### config.mk
export PLATFORM = sky130hd
export DESIGN_NAME = zt_sram
export DESIGN_NICKNAME = d
export VERILOG_FILES = /design/src/rtl/zt_pkg.sv /design/src/rtl/zt_cmd_ctrl.sv /design/src/rtl/zt_lane_ram.sv /design/src/rtl/zt_sram.sv
export SDC_FILE = /design/constraint.sdc
export NUM_CORES = 1
export LEC_CHECK = 0
export BUFFER_PORTS_ARGS = -buffer_cell sky130_fd_sc_hd__buf_2
export CAP_MARGIN = 20
export CELL_PAD_IN_SITES_DETAIL_PLACEMENT = 0
export CELL_PAD_IN_SITES_GLOBAL_PLACEMENT = 1
export CORE_UTILIZATION = 45
export DETAILED_ROUTE_END_ITERATION = 10
export GPL_ROUTABILITY_DRIVEN = 0
export PLACE_DENSITY_LB_ADDON = 0.1
export SETUP_SLACK_MARGIN = 0.3
export SYNTH_ARGS = -nofsm -noshare
export SYNTH_HDL_FRONTEND = slang
export SYNTH_SLANG_ARGS = --single-unit
### constraint.sdc
create_clock -name clk -period 5 [get_ports clk]
set_input_delay 0.5 -clock clk [delete_from_list [all_inputs] [get_ports clk]]
set_output_delay 0.5 -clock clk [all_outputs]
set_load 0.005 [all_outputs]
### src/rtl/zt_pkg.sv
`timescale 1ns/1ps
package zt_pkg;

   // Kind of edge seen by the command stage.
   typedef enum logic [1:0] {
      CK_HOLD = 2'd0,   // clock enable inactive
      CK_LOAD = 2'd1,   // new address taken
      CK_NEXT = 2'd2,   // burst beat of a live access
      CK_IDLE = 2'd3    // continue while deselected
   } cyc_e;

   typedef enum logic {
      ACC_RD = 1'b0,
      ACC_WR = 1'b1
   } acc_e;

endpackage

### src/rtl/zt_cmd_ctrl.sv
`timescale 1ns/1ps
module zt_cmd_ctrl
   import zt_pkg::*;
#(
   parameter int ADDR_W  = 6,
   parameter int LANES   = 2,
   parameter int BURST_W = 2
) (
   input  logic              clk,
   input  logic              rst,
   input  logic              en,
   input  logic              adv,
   input  logic              wr_n,
   input  logic              sel_ok,
   input  logic [LANES-1:0]  lane_we_n,
   input  logic              burst_ilv,
   input  logic [ADDR_W-1:0] addr,
   output logic              s1_vld,
   output logic              s1_wr,
   output logic [ADDR_W-1:0] s1_addr,
   output logic [LANES-1:0]  s1_be
);

   localparam logic [BURST_W-1:0] BEAT_ONE = 1;

   logic               act_q;
   acc_e               acc_q;
   logic [ADDR_W-1:0]  base_q;
   logic [BURST_W-1:0] cnt_q;
   logic [BURST_W-1:0] cnt_nx;
   logic [BURST_W-1:0] lo_nx;
   cyc_e               kind;

   always_comb begin
      if (!en)        kind = CK_HOLD;
      else if (!adv)  kind = CK_LOAD;
      else if (act_q) kind = CK_NEXT;
      else            kind = CK_IDLE;
   end

   assign cnt_nx = cnt_q + BEAT_ONE;

   // Burst order variant: xor for interleaved, wrapping add for linear.
   assign lo_nx = burst_ilv ? (base_q[BURST_W-1:0] ^ cnt_nx)
                            : (base_q[BURST_W-1:0] + cnt_nx);

   always_ff @(posedge clk) begin
      if (rst) begin
         act_q  <= 1'b0;
         s1_vld <= 1'b0;
      end else begin
         case (kind)
            CK_LOAD: begin
               act_q  <= sel_ok;
               s1_vld <= sel_ok;
            end
            CK_NEXT: s1_vld <= 1'b1;
            CK_IDLE: s1_vld <= 1'b0;
            default: ;
         endcase
      end
   end

   always_ff @(posedge clk) begin
      case (kind)
         CK_LOAD: begin
            base_q  <= addr;
            cnt_q   <= '0;
            acc_q   <= wr_n ? ACC_RD : ACC_WR;
            s1_wr   <= ~wr_n;
            s1_addr <= addr;
            s1_be   <= ~lane_we_n;
         end
         CK_NEXT: begin
            cnt_q   <= cnt_nx;
            s1_wr   <= (acc_q == ACC_WR);
            s1_addr <= {base_q[ADDR_W-1:BURST_W], lo_nx};
            s1_be   <= ~lane_we_n;
         end
         CK_IDLE: s1_be <= ~lane_we_n;
         default: ;
      endcase
   end

endmodule

### src/rtl/zt_lane_ram.sv
`timescale 1ns/1ps
module zt_lane_ram #(
   parameter int ADDR_W = 6,
   parameter int LANES  = 2,
   parameter int LANE_W = 9
) (
   input  logic                     clk,
   input  logic                     en,
   input  logic                     wr_go,
   input  logic [ADDR_W-1:0]        wr_addr,
   input  logic [LANES-1:0]         wr_be,
   input  logic [LANES*LANE_W-1:0]  wr_data,
   input  logic                     rd_go,
   input  logic [ADDR_W-1:0]        rd_addr,
   output logic [LANES*LANE_W-1:0]  rd_data
);

   localparam int DEPTH = 1 << ADDR_W;

   logic fwd_hit;

   // The write that commits on this edge is the newest copy of its word.
   assign fwd_hit = wr_go && (wr_addr == rd_addr);

   for (genvar g = 0; g < LANES; g++) begin : g_lane
      logic [LANE_W-1:0] cells [DEPTH];
      logic [LANE_W-1:0] rd_q;

      always_ff @(posedge clk) begin
         if (en) begin
            if (wr_go && wr_be[g])
               cells[wr_addr] <= wr_data[g*LANE_W +: LANE_W];
            if (rd_go)
               rd_q <= (fwd_hit && wr_be[g]) ? wr_data[g*LANE_W +: LANE_W]
                                             : cells[rd_addr];
         end
      end

      assign rd_data[g*LANE_W +: LANE_W] = rd_q;
   end

endmodule

### src/rtl/zt_sram.sv
`timescale 1ns/1ps
module zt_sram #(
   parameter int ADDR_W  = 6,
   parameter int LANES   = 2,
   parameter int LANE_W  = 9,
   parameter int BURST_W = 2
) (
   input  logic                     clk,
   input  logic                     rst,
   input  logic                     cken_n,
   input  logic                     adv,
   input  logic                     wr_n,
   input  logic                     sel_n_a,
   input  logic                     sel_n_b,
   input  logic                     sel_c,
   input  logic [LANES-1:0]         lane_we_n,
   input  logic                     burst_ilv,
   input  logic [ADDR_W-1:0]        addr,
   input  logic [LANES*LANE_W-1:0]  din,
   input  logic                     oe_n,
   output logic [LANES*LANE_W-1:0]  dout,
   output logic                     dout_oe
);

   localparam int DATA_W = LANES * LANE_W;

   if (ADDR_W <= BURST_W) begin : g_bad_addr_w
      $error("zt_sram: ADDR_W must be larger than BURST_W");
   end
   if (BURST_W < 1 || BURST_W > 4) begin : g_bad_burst_w
      $error("zt_sram: BURST_W must lie in 1..4");
   end
   if (LANES < 1 || LANE_W < 1) begin : g_bad_lanes
      $error("zt_sram: LANES and LANE_W must be positive");
   end

   logic              en;
   logic              sel_ok;
   logic              s1_vld, s1_wr;
   logic [ADDR_W-1:0] s1_addr;
   logic [LANES-1:0]  s1_be;
   logic              s2_vld, s2_wr;
   logic [ADDR_W-1:0] s2_addr;
   logic [LANES-1:0]  s2_be;
   logic [DATA_W-1:0] ram_rd;
   logic [DATA_W-1:0] dout_q;
   logic              out_vld;

   assign en     = ~cken_n;
   assign sel_ok = ~sel_n_a & ~sel_n_b & sel_c;

   zt_cmd_ctrl #(
      .ADDR_W  (ADDR_W),
      .LANES   (LANES),
      .BURST_W (BURST_W)
   ) u_cmd (
      .clk       (clk),
      .rst       (rst),
      .en        (en),
      .adv       (adv),
      .wr_n      (wr_n),
      .sel_ok    (sel_ok),
      .lane_we_n (lane_we_n),
      .burst_ilv (burst_ilv),
      .addr      (addr),
      .s1_vld    (s1_vld),
      .s1_wr     (s1_wr),
      .s1_addr   (s1_addr),
      .s1_be     (s1_be)
   );

   // Second address stage: the write waiting here takes din on the next edge.
   always_ff @(posedge clk) begin
      if (rst) begin
         s2_vld  <= 1'b0;
         out_vld <= 1'b0;
      end else if (en) begin
         s2_vld  <= s1_vld;
         out_vld <= s2_vld & ~s2_wr;
      end
   end

   always_ff @(posedge clk) begin
      if (en) begin
         s2_wr   <= s1_wr;
         s2_addr <= s1_addr;
         s2_be   <= s1_be;
         dout_q  <= ram_rd;
      end
   end

   zt_lane_ram #(
      .ADDR_W (ADDR_W),
      .LANES  (LANES),
      .LANE_W (LANE_W)
   ) u_ram (
      .clk     (clk),
      .en      (en),
      .wr_go   (s2_vld & s2_wr),
      .wr_addr (s2_addr),
      .wr_be   (s2_be),
      .wr_data (din),
      .rd_go   (s1_vld & ~s1_wr),
      .rd_addr (s1_addr),
      .rd_data (ram_rd)
   );

   assign dout    = dout_q;
   assign dout_oe = out_vld & ~oe_n;

endmodule

Word level (Yosys, flattened, before mapping)

Memories as Yosys holds them, arrays and structs flattened. A register that Yosys moved wholly into a read port is not among the register bits.
Index checks and enable logic that the tools add are counted.

RAM bits: 1,152
Output and inout bits: 19
Memories kept: 2
Flip-flop bits (word level): 49

Memories:

| name                  | words | width | read ports | clocked after memory_dff | wr ports | line              | RTL |
|---|---|---|---|---|---|---|---|
| u_ram.g_lane[0].cells | 64    | 9     | 1          | 1                        | 1        | zt_lane_ram.sv:26 | `logic [LANE_W-1:0] cells [DEPTH];` |
| u_ram.g_lane[1].cells | 64    | 9     | 1          | 1                        | 1        | zt_lane_ram.sv:26 |  |

Bitwise logic cells: 15
Eq/ne operators: 3
Reductions and logical operators: 6
Mux-type cells: 15
Add/subtract/negate cells: 2

Operator list:

| operator                                                              | count |
|---|---|
| 6-bit one-hot mux with 2 select lines                                 | 1 |
| 1-bit 2-to-1 mux                                                      | 8 |
| 1-bit inverter                                                        | 7 |
| 1-bit AND                                                             | 6 |
| 2-bit 2-to-1 mux                                                      | 3 |
| 2-bit equality test, second input constant                            | 2 |
| 2-bit one-hot mux with 2 select lines                                 | 1 |
| 1-bit one-hot mux with 3 select lines                                 | 1 |
| 3-bit nonzero test                                                    | 1 |
| 3-bit OR reduction                                                    | 1 |
| 2-bit by 1-bit adder with 2-bit output, second input constant         | 1 |
| 2-bit adder                                                           | 1 |
| 2-bit by 1-bit equality test with 1-bit output, second input constant | 1 |
| 1-bit logical AND                                                     | 2 |
| 2-bit inverter                                                        | 1 |
| 1-bit one-hot mux with 2 select lines                                 | 1 |
| 2-bit AND reduction                                                   | 1 |
| 2-bit nonzero test                                                    | 1 |
| 2-bit XOR                                                             | 1 |

Depth between registers and ports, before layout

Gate-level depths: netlist of the first run.

Word-level depth: 5
Mapped depth: 10

By module

From an unflattened synthesis of the first run, not the netlist that was laid out.

Cell total of the unflattened synthesis: 2,242
Area total of the unflattened synthesis: 47,113.9 µm²

Modules (own cells, without submodules):

| module      | area each (µm²) | times used | seq. area each (µm²) | cells each |
|---|---|---|---|---|
| zt_lane_ram | 45,403.5        | 1          | 35,133.7             | 2,155 |
| zt_sram     | 912.1           | 1          | 850.8                | 39 |
| zt_cmd_ctrl | 798.3           | 1          | 580.6                | 48 |

Worst setup path after synthesis of the first run

OpenSTA, ideal clock, no wires.

Path type: input-to-reg
Start point: input cken_n
End point: register u_ram.g_lane[0].rd_q[0], read port of u_ram.g_lane[0].cells (enable)
Setup slack: 2,460 ps
Setup time: 420 ps
Stages on the path: 2
Data arrival time: 2,120 ps
Path through: clkbuf_1 -> nor3b_1

Word-level cells in the longest chain between the ends: 2

Ends and longest elaborated chain:

| item                          | line              | RTL |
|---|---|---|
| start: declaration            | zt_sram.sv:10     | `input logic cken_n,` |
| 1-bit inverter (no line)      | --                |  |
| 2-bit AND reduction (no line) | --                |  |
| end: declaration              | zt_lane_ram.sv:27 | `logic [LANE_W-1:0] rd_q;` |

No other way between the ends.
A chain may end at the register's enable or synchronous reset.

==> out/qor.csv, run 1 <==
stage,metric,value,unit
clocking,cts-hold-fix-buffers,10,
synthesis,synth_nets,2287,
worst_setup_path,crit_path_top_delay_cell,sky130_fd_sc_hd__nand4bb_1,
place,placed_area,48600,um^2
synthesis,post_synth.cell_area_avg,20.9,um^2
synthesis,synth_seq_cells,1219,
clocking,clk_pin_slew,0.06,ns
floorplan,die-width,325,um
detailed_routing,postRouteWirelength,114,mm
worst_setup_path,critPathMaxStageDelay,0.74,ns
clocking,cts_tree,done,
pwr,total_leakage_power,16.6,nW
clocking,clock_path_buffers,3,
min_path,timing.hold.worst.class,input port to flop,
clocking,post_cts.repair.setup_buffers,0,
synthesis,area_fraction_of_the_dominant_cell_type_after_synthesis,0.778,
detailed_routing,drc,0,
synthesis,synth_top_cells_by_count,"1,215 x sky130_fd_sc_hd__edfxtp_1, 200 x sky130_fd_sc_hd__mux4_2, 143 x sky130_fd_sc_hd__nor2_1",
detailed_routing,wl_per_cell,29.6,um
synthesis,synth-async-reset-ratio,0,
grt,global_route.overflow_total,0,
layout,finish.net_count,2404,
detailed_routing,antenna_violating_nets_post_route,0,
synthesis,synth-edff-count,1215,
floorplan,initial_core_util,0.453,
pwr,max-vdd-ir-drop,0.281,mV
layout,postLayoutCellArea,52700,um^2
timing,skew,0.0330,ns
grt,first_pass_grt_wire_length,165,mm
floorplan,top_level_ports,55,
place,dp.final_hpwl,68.3,mm
synthesis,synth_cell_types,49,
worst_setup_path,ff2ff_path_depth,6,
grt,antenna_found_initial,3,
job,maxCapViolations,0,
detailed_routing,viasPerCell,5.83,
timing,fin_worst_hold_slack,0.0663,ns
timing,rsz0062_at_grt,false,
synthesis,netlist_top_cells_area,"sky130_fd_sc_hd__edfxtp_1 78%, sky130_fd_sc_hd__mux4_2 9.6%, sky130_fd_sc_hd__mux2i_1 3.0%",
synthesis,synthCells,2250,
synthesis,synth-main-ff-cell,sky130_fd_sc_hd__edfxtp_1,
clocking,ctsHtreeMaxLevel,4,
worst_setup_path,critical_path.endpoint_type,flop,
layout,post_route_cells_drive_above_1_share,0.202,
timing,shortest_clock_period_the_worst_path_allows_after_layout,3.55,ns
worst_setup_path,worstPathArrival,4.01,ns
synthesis,synth_seq_area_share,0.779,
layout,fill_cells,8250,
synthesis,synth.largest_area_cell,sky130_fd_sc_hd__edfxtp_1,
timing,fin_setup_tns,0,ns
detailed_routing,drt-initial-drc-count,2320,
clocking,cts_inserted_buffers,131,
detailed_routing,route.vias.total,22400,
grt,first_global_vias,23100,
timing,hold_violations,0,
synthesis,post-synth-top-count-cell,sky130_fd_sc_hd__edfxtp_1,
detailed_routing,first_pass_iters,6,
clocking,root_buffer,sky130_fd_sc_hd__clkbuf_16,
grt,grt_max_degree,119,
timing,worst_pin_slew,1.07,ns
min_path,min_path_cells,3,
timing,finalCritPeriodShare,0.710,
run_status,outcome,"finished, final reports clean",
worst_setup_path,cp_cell_sequence,"buf_4, nand4bb_1, o22ai_1, a211oi_1, nand4_1, a32o_1",
clocking,insertion_delay_of_the_later_clocked_pin_in_the_worst_skew_pair,0.71,ns
timing,timing_max_transition_violations_final,0,
pwr,cellPowerDensity,401,nW/um^2
layout,layout-area-overhead-vs-synth,12.3,%
timing,worst_slew_slack_as_a_fraction_of_its_limit,0.283,
floorplan,placement_rows,118,
worst_setup_path,worstSetupStartpointType,flop,
worst_setup_path,worst_path_max_fanout,43,
timing,max_freq,282,MHz
synthesis,post_synthesis_cell_area,46900,um^2
worst_setup_path,critPathRequiredTime,5.46,ns
clocking,cts.sinks,1219,
floorplan,dieArea,106000,um^2
floorplan,core,103000,um^2
grt,grt.total_usage,0.218,
timing,setup_viol,0,
floorplan,die_h,325,um
synthesis,number_of_synthesis_warnings,0,
clocking,post_cts.resized_instances,0,
place,numPortBuffers,54,
worst_setup_path,timing_worst_setup_path_type,flop to flop,
-- kinds of logic (layout without fill, tap and decap cells) --
family,count (synthesis),after routing,synth area share
flip-flops,1219,1219,0.779
multiplexers,366,366,0.138
AND/OR/NAND/NOR,297,297,0.0296
AO/OA/AOI/OAI,218,218,0.0332
buffers and inverters,140,356,0.0173
XOR/XNOR,9,9,0.00168
adder cells (fa/ha/maj),1,1,0.000267
other,0,1,0
-- metal layers --
layer  GRT usage  part of all wire  routed length (um)
met1       0.312              0.44               50000
met2       0.348              0.48               55200
met3      0.0392             0.056                6420
met4      0.0586             0.021                2340
met5           0                 0                   0
-- worst max-delay path, delay by kind of cell, from the launching register on --
| family | cells | cell delay (ns) |
|---|---|---|
| simple gates | 2 | 1.05 |
| compound gates | 3 | 0.95 |
| flops | 1 | 0.65 |
| buf+inv | 1 | 0.60 |
-- final timing paths --
kind               startpoint                      end  slack [ns]
min                     sel_c              u_cmd.act_q        0.07
max          u_cmd.s1_addr[2]  u_ram.g_lane[1].rd_q[6]        1.45
min reg2reg    u_cmd.s1_be[0]                 s2_be[0]        0.43
max reg2reg  u_cmd.s1_addr[2]  u_ram.g_lane[1].rd_q[6]        1.45
-- cells in the final DEF, fill, tap and decap left out, types with 4 or more instances in the layout --
| cell | Yosys | final |
|---|---|---|
| sky130_fd_sc_hd__clkbuf_16 | 0 | 136 |
| sky130_fd_sc_hd__o22ai_1 | 34 | 34 |
| sky130_fd_sc_hd__a22oi_1 | 104 | 104 |
| sky130_fd_sc_hd__clkinv_2 | 0 | 21 |
| sky130_fd_sc_hd__edfxtp_1 | 1215 | 1215 |
| sky130_fd_sc_hd__mux2_2 | 5 | 5 |
| sky130_fd_sc_hd__and2_1 | 4 | 4 |
| sky130_fd_sc_hd__buf_12 | 4 | 5 |
| sky130_fd_sc_hd__mux4_1 | 20 | 20 |
| sky130_fd_sc_hd__buf_4 | 21 | 47 |
| sky130_fd_sc_hd__clkinv_1 | 0 | 28 |
| sky130_fd_sc_hd__mux4_2 | 200 | 200 |
| sky130_fd_sc_hd__a31oi_1 | 18 | 18 |
| sky130_fd_sc_hd__clkinvlp_4 | 0 | 6 |
| sky130_fd_sc_hd__a32o_1 | 17 | 17 |
| sky130_fd_sc_hd__dlygate4sd3_1 | 0 | 10 |
| sky130_fd_sc_hd__mux2i_1 | 141 | 141 |
| sky130_fd_sc_hd__a211oi_1 | 17 | 17 |
| sky130_fd_sc_hd__bufinv_16 | 0 | 6 |
| sky130_fd_sc_hd__clkbuf_1 | 51 | 31 |
| sky130_fd_sc_hd__xnor2_1 | 9 | 9 |
| sky130_fd_sc_hd__nor2_1 | 143 | 141 |
| sky130_fd_sc_hd__buf_2 | 33 | 54 |
| sky130_fd_sc_hd__dfxtp_1 | 4 | 4 |
| sky130_fd_sc_hd__nand2_1 | 55 | 54 |
| sky130_fd_sc_hd__nand3_1 | 24 | 24 |
| sky130_fd_sc_hd__nor2b_1 | 12 | 10 |
| sky130_fd_sc_hd__inv_1 | 7 | 7 |
| sky130_fd_sc_hd__nand4_1 | 34 | 34 |
| sky130_fd_sc_hd__a21oi_1 | 21 | 21 |
-- where the power goes --
group          switching, W  leakage [nW]  internal [W]
combinational      0.000519          3.63      0.000254
sequential        0.0000241          11.0        0.0113
clock               0.00381          1.94       0.00527
-- sequential cells by signal, indices dropped and copies added, names as in the netlist --
| name | cells |
|---|---|
| u_cmd.act_q | 1 |
| u_cmd.acc_q | 1 |
| u_cmd.cnt_q | 2 |
| out_vld | 1 |
| u_ram.g_lane.cells | 1152 |
| u_ram.g_lane.rd_q | 18 |
| s2_wr | 1 |
| u_cmd.s1_addr | 6 |
| s2_be | 2 |
| u_cmd.s1_be | 2 |
| u_cmd.s1_vld | 1 |
| dout | 18 |
| s2_vld | 1 |
| u_cmd.base_q | 6 |
| u_cmd.s1_wr | 1 |
| s2_addr | 6 |
-- area by class of cell --
cell class / instances / area, um^2 / area share
diodes: 1 / 2.50 / 0.0000475
clock buffers: 167 / 3520 / 0.0668
clock inverters: 65 / 478 / 0.00907
inverters: 7 / 26.3 / 0.000499
multi-input cells: 891 / 9550 / 0.181
flip-flops and latches: 1219 / 36600 / 0.694
well taps: 1380 / 1730 / 0.0328
repair buffers: 117 / 835 / 0.0158
-- through the flow --
stage | util | power, W | instances | setup WS, ns
2_1_floorplan | - | 0.0119 | 2250 | 2.46
3_3_place_gp | 0.469 | 0.0123 | 3602 | 1.53
3_5_place_dp | 0.469 | 0.0123 | 3602 | 1.45
4_1_cts | 0.509 | 0.0213 | 3844 | 1.42
5_1_grt | 0.509 | 0.0217 | 3846 | 1.24
6_report | 0.509 | 0.0211 | 3847 | 1.45
Note: power is estimated with default switching activity, not from simulation.
==> run 2: changes to the inputs <==
==> constraint.sdc (replaced) <==
create_clock -name clk -period 3.56 [get_ports clk]
set_input_delay 0.356 -clock clk [delete_from_list [all_inputs] [get_ports clk]]
set_output_delay 0.356 -clock clk [all_outputs]
set_load 0.005 [all_outputs]
==> run 2 against run 1 <==
- final cell count rose by 4.0%
- fmax is 15% higher
- non-clock buffer count grew 160
- combinational power rose by 42%
- cell area up 2.6%
- core utilization up 1.3 points
- critical path depth shrank 1
- clock power grew 44%
- power up 42%
- sequential cell count is the same
- clock skew fell by 0.0089 ns
- critical endpoint is now u_ram.g_lane[0].rd_q[3]
- largest cell class unchanged
- largest power group unchanged
==> out/qor.csv, run 2 (synthesis gave the netlist of run 1 again) <==
stage,metric,value,unit,change
run_status,outcome,"finished, final reports clean",,
layout,layout-area-overhead-vs-synth,15.3,%,
layout,final_cell_mix,"1,215 x sky130_fd_sc_hd__edfxtp_1, 200 x sky130_fd_sc_hd__mux4_2, 197 x sky130_fd_sc_hd__buf_4",,
detailed_routing,drt-initial-drc-count,2174,,-6.3%
clocking,cts-hold-fix-buffers,15,,+5
floorplan,dieArea,106000,um^2,unchanged
grt,gr-max-usage-layer,met2,,
grt,grt.total_usage,0.221,,+0.00262
job,maxCapViolations,0,,unchanged
pwr,max-vdd-ir-drop,0.433,mV,+54%
clocking,cts_tree,done,,
pwr,intPower,0.0239,W,+42%
grt,global_route.overflow_total,0,,unchanged
detailed_routing,wl_per_cell,28.8,um,-2.7%
pwr,total_leakage_power,17.5,nW,+5.7%
worst_setup_path,worst_path_max_fanout,29,,-33%
grt,gr_layer_usage_met2,0.344,,-0.00372
grt,antenna_found_initial,2,,-1
worst_setup_path,timing_worst_setup_path_type,flop to flop,,
clocking,cts_inserted_buffers,131,,unchanged
grt,first_global_vias,23600,,+2.5%
layout,final_common_cell,sky130_fd_sc_hd__edfxtp_1,,
timing,worst_slew_slack_as_a_fraction_of_its_limit,0.269,,-0.0145
layout,finish.net_count,2564,,+6.7%
pwr,total_chip_power,0.0300,W,+42%
worst_setup_path,worstPathArrival,3.55,ns,-0.46 ns
clocking,post_cts.resized_instances,0,,unchanged
clocking,root_buffer,sky130_fd_sc_hd__clkbuf_16,,
floorplan,top_level_ports,55,,unchanged
floorplan,core,103000,um^2,unchanged
layout,final-seq-area,36600,um^2,unchanged
place,dp_cells,3759,,+4.4%
timing,hold_violations,0,,unchanged
timing,rsz0062_at_grt,false,,
layout,multi_input_comb_area,9550,um^2,about the same
min_path,timing.hold.worst.class,input port to flop,,
clocking,post_cts.repair.setup_buffers,0,,unchanged
detailed_routing,antenna_violating_nets_post_route,0,,unchanged
pwr,power.switching_fraction,0.203,,-0.00294
worst_setup_path,critical_path.endpoint_type,flop,,
clocking,insertion_delay_of_the_later_clocked_pin_in_the_worst_skew_pair,0.72,ns,about the same
clocking,ctsHtreeMaxLevel,4,,unchanged
grt,first_pass_grt_wire_length,167,mm,+1.3%
pwr,power.share.clock,0.435,,+0.005
pwr,power.net_switching,0.00608,W,+40%
detailed_routing,first_pass_iters,7,,+1
floorplan,initial_core_util,0.453,,unchanged
worst_setup_path,worstSetupStartpointType,flop,,
layout,stdcell_count,4000,,+4.0%
timing,finalCritPeriodShare,0.869,,+0.159
place,dp.final_hpwl,73.5,mm,+7.5%
floorplan,die-width,325,um,unchanged
layout,fill_cells,8067,,-2.2%
floorplan,die_h,325,um,unchanged
pwr,logic_pwr_share,0.037,,about the same
clocking,clock_path_buffers,3,,unchanged
detailed_routing,drc,0,,unchanged
timing,max_freq,323,MHz,+15%
grt,global_route_met3_utilization,0.0462,,+0.00695
grt,grt_max_degree,84,,-29%
pwr,cellPowerDensity,555,nW/um^2,+38%
layout,finish.utilization,0.523,,+0.0134
layout,largest-register,u_ram.g_lane.cells,,
layout,post_route_cells_drive_above_1_share,0.249,,+0.0472
clocking,cts.sinks,1219,,unchanged
timing,fin_setup_tns,0,ns,unchanged
place,numPortBuffers,54,,unchanged
timing,worst_pin_slew,1.10,ns,+0.0258 ns
worst_setup_path,critPathRequiredTime,4.02,ns,-1.44 ns
timing,shortest_clock_period_the_worst_path_allows_after_layout,3.09,ns,-0.457 ns
detailed_routing,viasPerCell,5.76,,-1.3%
layout,largest_register_ffs,1152,,unchanged
timing,timing_max_transition_violations_final,0,,unchanged
timing,skew,0.0241,ns,-0.00890 ns
grt,global_route.usage.met1,0.319,,+0.00777
clocking,clk_pin_slew,0.06,ns,about the same
timing,setup_viol,0,,unchanged
detailed_routing,route.vias.total,23000,,+2.7%
pwr,seq_power_share,0.528,,-0.006
floorplan,placement_rows,118,,unchanged
detailed_routing,postRouteWirelength,115,mm,+1.2%
[run 2: cell count changes in the layout (fill, tap and decap cells not counted), sizes merged]
cell and delta:
buf +155, bufinv +4, clkbuf -12, clkinv +4, clkinvlp -4, diode +2
dlygate4sd3 +5, inv -1
[run 2: layer usage]
metal / wire length [um] / vias to the layer above / share of wire
li1: - / 9940 / -
met1: 51400 / 12200 / 0.45
met2: 54600 / 715 / 0.47
met3: 7070 / 143 / 0.061
met4: 2210 / 0 / 0.019
met5: 0 / - / 0
[run 2: final cells by class]
class	instances	area share
timing repair buffer	277	0.0392
inverter	7	0.000486
clock buffer	155	0.0650
sequential	1219	0.676
antenna	3	0.000139
clock inverter	68	0.0107
tap	1380	0.0319
multi-input combinational	891	0.177
[run 2: per-stage QoR]
step	hold slack, ns	setup slack, ns	instance area, um^2
3_5_place_dp	0.415	0.474	49800
3_3_place_gp	0.420	0.551	49800
6_report	0.114	0.468	54100
4_1_cts	0.0580	0.521	54100
2_1_floorplan	0.400	1.16	46900
5_1_grt	0.0767	0.389	54100
[run 2: critical path, cell delays in order, from the launching register on]
cell                       delay (ns)
sky130_fd_sc_hd__edfxtp_1        0.65
sky130_fd_sc_hd__buf_4           0.49
sky130_fd_sc_hd__mux4_2          0.38
sky130_fd_sc_hd__a211oi_1        0.68
sky130_fd_sc_hd__nand4_1         0.31
sky130_fd_sc_hd__a32o_1          0.29
[run 2: worst paths after layout]
check / from / cells after the start / endpoint / slack, ns
min reg2reg: u_ram.g_lane[0].rd_q[2] / 0 / dout[2] / 0.42
max: u_cmd.s1_addr[2] / 5 / u_ram.g_lane[0].rd_q[3] / 0.47
min: adv / 2 / u_cmd.base_q[2] / 0.11
max reg2reg: u_cmd.s1_addr[2] / 5 / u_ram.g_lane[0].rd_q[3] / 0.47
[run 2: power by group through the flow]
stage,logic [W],registers (W),clock network (W)
final,0.00110,0.0158,0.0131
after global routing,0.00118,0.0158,0.0138
after CTS,0.00112,0.0158,0.0133
after detailed placement,0.00111,0.0161,0
after global placement,0.00109,0.0161,0
after floorplan,0.000573,0.0161,0
